$ cat config.mk
export PLATFORM = sky130hd
export DESIGN_NAME = wdt_ivt
export DESIGN_NICKNAME = d
export VERILOG_FILES = /design/src/rtl/wdt_ivt.sv
export SDC_FILE = /design/constraint.sdc
export NUM_CORES = 1
export LEC_CHECK = 0
export BUFFER_PORTS_ARGS = -buffer_cell sky130_fd_sc_hd__buf_2
export CELL_PAD_IN_SITES_DETAIL_PLACEMENT = 1
export CELL_PAD_IN_SITES_GLOBAL_PLACEMENT = 2
export CORE_MARGIN = 4
export CORE_UTILIZATION = 35
export CTS_CLUSTER_SIZE = 40
export DETAILED_ROUTE_END_ITERATION = 12
export GPL_TIMING_DRIVEN = 0
export PLACE_DENSITY = 0.89
export SYNTH_ARGS = -nofsm -noshare
export SYNTH_HDL_FRONTEND = slang
export SYNTH_SLANG_ARGS = --single-unit
$ cat constraint.sdc
create_clock -name clk -period 3.2 [get_ports clk]
set_clock_uncertainty 0.05 [all_clocks]
set_input_delay 0.8 -clock clk [delete_from_list [all_inputs] [get_ports clk]]
set_output_delay 0.8 -clock clk [all_outputs]
set_load 0.02 [all_outputs]
$ cat src/rtl/wdt_ivt.sv
module wdt_ivt #(
  parameter int CNT_W    = 8,
  parameter int SEL_W    = 3,
  parameter int ADDR_W   = 4,
  parameter int REG_ADDR = 9
) (
  input  logic              clk,
  input  logic              rst_n,
  input  logic [ADDR_W-1:0] bus_addr,
  input  logic              bus_wr,
  input  logic [7:0]        bus_wdata,
  output logic [7:0]        bus_rdata,
  input  logic [SEL_W-1:0]  clk_sel,
  input  logic              irq_clr,
  output logic              irq_flag,
  output logic              nmi_pulse,
  output logic              rst_req
);
  localparam int PRE_W = (1 << SEL_W);
  localparam logic [ADDR_W-1:0] HIT_ADDR = REG_ADDR[ADDR_W-1:0];

  logic [PRE_W-1:0] pre_q;
  logic [CNT_W-1:0] cnt_q;
  logic             run_q;
  logic [1:0]       mode_q;

  logic [PRE_W-1:0] tap_mask;
  logic             wr_hit, start, tick, wrap, arm_nmi;

  assign tap_mask = (PRE_W'(1) << clk_sel) - PRE_W'(1);
  assign wr_hit   = bus_wr && (bus_addr == HIT_ADDR);
  assign start    = wr_hit && bus_wdata[7];
  assign tick     = run_q && ((pre_q & tap_mask) == tap_mask);
  assign wrap     = tick && (cnt_q == '1) && !start;
  assign arm_nmi  = wr_hit && bus_wdata[4] && !mode_q[1] && irq_flag;

  assign bus_rdata = (bus_addr == HIT_ADDR) ? {run_q, 2'b00, mode_q, 3'b000} : 8'h00;

  always_ff @(posedge clk or negedge rst_n) begin
    if (!rst_n) begin
      pre_q <= '0;
    end else begin
      pre_q <= pre_q + PRE_W'(1);
    end
  end

  always_ff @(posedge clk or negedge rst_n) begin
    if (!rst_n) begin
      cnt_q  <= '0;
      run_q  <= 1'b0;
      mode_q <= 2'b00;
    end else begin
      run_q  <= run_q | start;
      mode_q <= mode_q | (wr_hit ? bus_wdata[4:3] : 2'b00);
      if (start)     cnt_q <= '0;
      else if (tick) cnt_q <= cnt_q + CNT_W'(1);
    end
  end

  always_ff @(posedge clk or negedge rst_n) begin
    if (!rst_n) begin
      irq_flag  <= 1'b0;
      nmi_pulse <= 1'b0;
      rst_req   <= 1'b0;
    end else begin
      if (wrap && !mode_q[1]) irq_flag <= 1'b1;
      else if (irq_clr)       irq_flag <= 1'b0;
      nmi_pulse <= (wrap && mode_q == 2'b10) || arm_nmi;
      rst_req   <= wrap && mode_q == 2'b11;
    end
  end

  p_run_sticky_r3: assert property (@(posedge clk) disable iff (!rst_n)
    run_q |=> run_q);
  p_mode4_sticky_r4: assert property (@(posedge clk) disable iff (!rst_n)
    mode_q[1] |=> mode_q[1]);
  p_mode3_sticky_r4: assert property (@(posedge clk) disable iff (!rst_n)
    mode_q[0] |=> mode_q[0]);
  p_stopped_quiet_r2: assert property (@(posedge clk) disable iff (!rst_n)
    !run_q |-> (cnt_q == '0) && !irq_flag && !nmi_pulse && !rst_req);
  p_rst_route_r6: assert property (@(posedge clk) disable iff (!rst_n)
    rst_req |-> $past(mode_q) == 2'b11);
  p_rst_single_r6: assert property (@(posedge clk) disable iff (!rst_n)
    rst_req |=> !rst_req);
  p_flag_clear_r7: assert property (@(posedge clk) disable iff (!rst_n)
    (irq_clr && !wrap) |=> !irq_flag);
  p_rdata_zero_r1: assert property (@(posedge clk) disable iff (!rst_n)
    (bus_rdata[6:5] == 2'b00) && (bus_rdata[2:0] == 3'b000));
endmodule

==> impl_metrics.env <==
export IMPL_outcome="completed"
export IMPL_worstPathArrival_ns=1.57
export IMPL_final_layout_size_suffix_gt1_share_pct=34.62
export IMPL_design_die_area_um2=4303
export IMPL_startpoint_type="input pin"
export IMPL_ioPinCount=30
export IMPL_crit_buf_inv=2
export IMPL_cp_top_family="simple AND/OR/NAND/NOR gates"
export IMPL_grt_total_usage_pct=13.03
export IMPL_leakagePower_nw=0.6553
export IMPL_grt_antenna_before_repair=0
export IMPL_cp_max_fo=6
export IMPL_ys_seq_area_share_pct=45.26
export IMPL_clock_latency_ns=0.30
export IMPL_num_rows=20
export IMPL_drt_wl_total_um=2507
export IMPL_vias=848
export IMPL_top_layer="met4"
export IMPL_first_pass_iters=4
export IMPL_core_area_um2=3103
export IMPL_clock_sinks=21
export IMPL_nets=152
export IMPL_synth_edf_count=0
export IMPL_synth_top_area_share_pct=45.26
export IMPL_synth_area_um2=1161
export IMPL_max_vdd_ir_drop_mv=0.1592
export IMPL_power_density_nw_per_um2=397.9
export IMPL_crit_top_cell="buf_2"
export IMPL_synth_flop_cell="dfrtp_1"
export IMPL_wl_met2_um=1266
export IMPL_die_x_um=65.60
export IMPL_grt_max_degree=22
export IMPL_avgSynthCellArea_um2=11.27
export IMPL_tns_ns=0
export IMPL_min_period_ns=2.423
export IMPL_dp_hpwl_um=1930
export IMPL_dpl_cell_count=170
export IMPL_cts_root_buffer="clkbuf_4"
export IMPL_layout_commonest_cell="dfrtp_1"
export IMPL_rsz0062_at_grt="no"
export IMPL_wl_per_cell_um=14.41
export IMPL_worst_path_max_delay_cell="and4bb_2"
export IMPL_antenna_left=0
export IMPL_route_met3_wl_um=130
export IMPL_final_max_slew_viol_count=0
export IMPL_max_clock_path_buffers=2
export IMPL_max_stage_delay_ns=0.35
export IMPL_final_cell_mix="21 x dfrtp_1, 19 x buf_2, 10 x nand2_1"
export IMPL_cap_violations=0
export IMPL_cts_buffers_inserted=3
export IMPL_synthArstFlopShare_pct=100.0
export IMPL_port_buffers=19
export IMPL_yosysWarnings=0
export IMPL_clk_pin_slew_worst_paths_ns=0.12
export IMPL_setup_worst_path_start="bus_addr[2]"
export IMPL_cts_hold_buf=0
export IMPL_drtIter0Drc=27
export IMPL_finalSetupViolCount=0
export IMPL_fin_cells=174
export IMPL_drt_met1_wl_um=1094
export IMPL_vias_per_cell=4.874
export IMPL_gp_congestion=0.7793
export IMPL_cp_end_kind="output pin"
export IMPL_htree_levels=1
export IMPL_final_core_util_pct=43.63
export IMPL_synthToLayoutAreaGrowth_pct=16.59
export IMPL_start_util_pct=37.42
export IMPL_yosys_cell_types_count=39
export IMPL_synth_largest_area_cell="dfrtp_1"
export IMPL_hold_path_class="in -> async"
export IMPL_globalRoute_totalOverflow=0
export IMPL_crit_type="in -> out"
export IMPL_hold_slack_ns=0.3799
export IMPL_post_cts_buffers=0
export IMPL_cts_tree="yes"
export IMPL_die_h_um=65.60
export IMPL_cts_resized=0
export IMPL_synth_area_leaders="dfrtp_1 45%, xnor2_1 5.3%, buf_4 3.2%"
export IMPL_min_period_over_period_pct=75.72
export IMPL_drc_errors=0
export IMPL_grt_pass1_vias=926
export IMPL_reg2reg_from="pre_q[3]"
export IMPL_grt_pass1_wl_um=4360
export IMPL_num_antenna_cells=0
export IMPL_required_ns=2.35
export IMPL_finalHoldViolCount=0
export IMPL_synthCells=103
export IMPL_clock_fmax_mhz=412.7
export IMPL_crit_path_cell_trace="buf_2 -> and4bb_2 -> and2_1 -> buf_2"
export IMPL_ys_seq_elements=21
==> registers in the layout, summed over array words and instances, names as in the netlist <==
| register | flops |
|---|---|
| run_q | 1 |
| irq_flag | 1 |
| cnt_q | 8 |
| nmi_pulse | 1 |
| pre_q | 7 |
| mode_q | 2 |
| rst_req | 1 |
==> metal layers <==
layer | up-vias | track usage [%]
li1 | 406 | -
met1 | 420 | 16.77
met2 | 20 | 21.87
met3 | 2 | 3.248
met4 | 0 | 3.109
met5 | - | 0
==> power by group <==
group | total, mW | internal [mW] | switching [mW]
combinational | 0.0902 | 0.0416 | 0.0486
sequential | 0.316 | 0.289 | 0.0268
clock | 0.132 | 0.0466 | 0.0856
total | 0.539 | 0.378 | 0.161
==> worst paths after layout <==
check	cells past startpoint	slack, ns	end
min	1	0.38	cnt_q[0]
max	4	0.78	bus_rdata[7]
max reg2reg	5	1.39	nmi_pulse
max in group asynchronous	1	2.40	mode_q[0]
min in group clk	1	0.43	pre_q[6]
min reg2reg	1	0.43	pre_q[6]
==> metrics by stage <==
step / power, mW / setup WS [ns] / cell area [µm²]
after floorplan: 0.3785 / 1.002 / 1176
after global placement: 0.4047 / 0.7867 / 1326
after detailed placement: 0.4120 / 0.7837 / 1326
after CTS: 0.5460 / 0.7734 / 1354
after global routing: 0.5757 / 0.7327 / 1354
final: 0.5387 / 0.7768 / 1354
==> cell families (layout without fill, tap and decap cells) <==
family          after synthesis  count (layout)  synth area share, %
xor+xnor                      8               8                6.035
compound gates               12              12                11.85
flops                        21              21                45.26
mux                           2               2                1.724
fa+ha+maj                     2               2                2.155
other cells                   1               5               0.3230
simple gates                 49              49                28.45
buf+inv                       8              31                4.203
==> cell usage after synthesis, types with 2 or more instances <==
cell type,number
a21oi_1,2
and2_1,4
and2_2,2
and3_1,2
and4bb_2,2
buf_4,5
dfrtp_1,21
ha_1,2
inv_1,3
mux2i_1,2
nand2_1,10
nand2b_1,3
nand3_1,6
nand4_1,2
nor2_1,5
or2b_2,3
xnor2_1,7
==> worst register-to-register path: cells and delay by family (launching register included) <==
| family | cells | cell delay [ns] |
|---|---|---|
| DFF | 1 | 0.44 |
| and+or+nand+nor | 3 | 0.78 |
| AOI/OAI and AO/OA | 2 | 0.45 |
==> cell type report <==
type                            count  area (µm²)
Fill cell                         390        1749
Multi-Input combinational cell     78       601.8
Sequential cell                    21       525.5
Timing Repair Buffer               19       95.09
Tap cell                           44       55.05
Buffer                              5       37.54
Clock buffer                        3       22.52
Inverter                            3       11.26
Clock inverter                      1       5.005
Note: power is estimated with default switching activity, not from simulation.
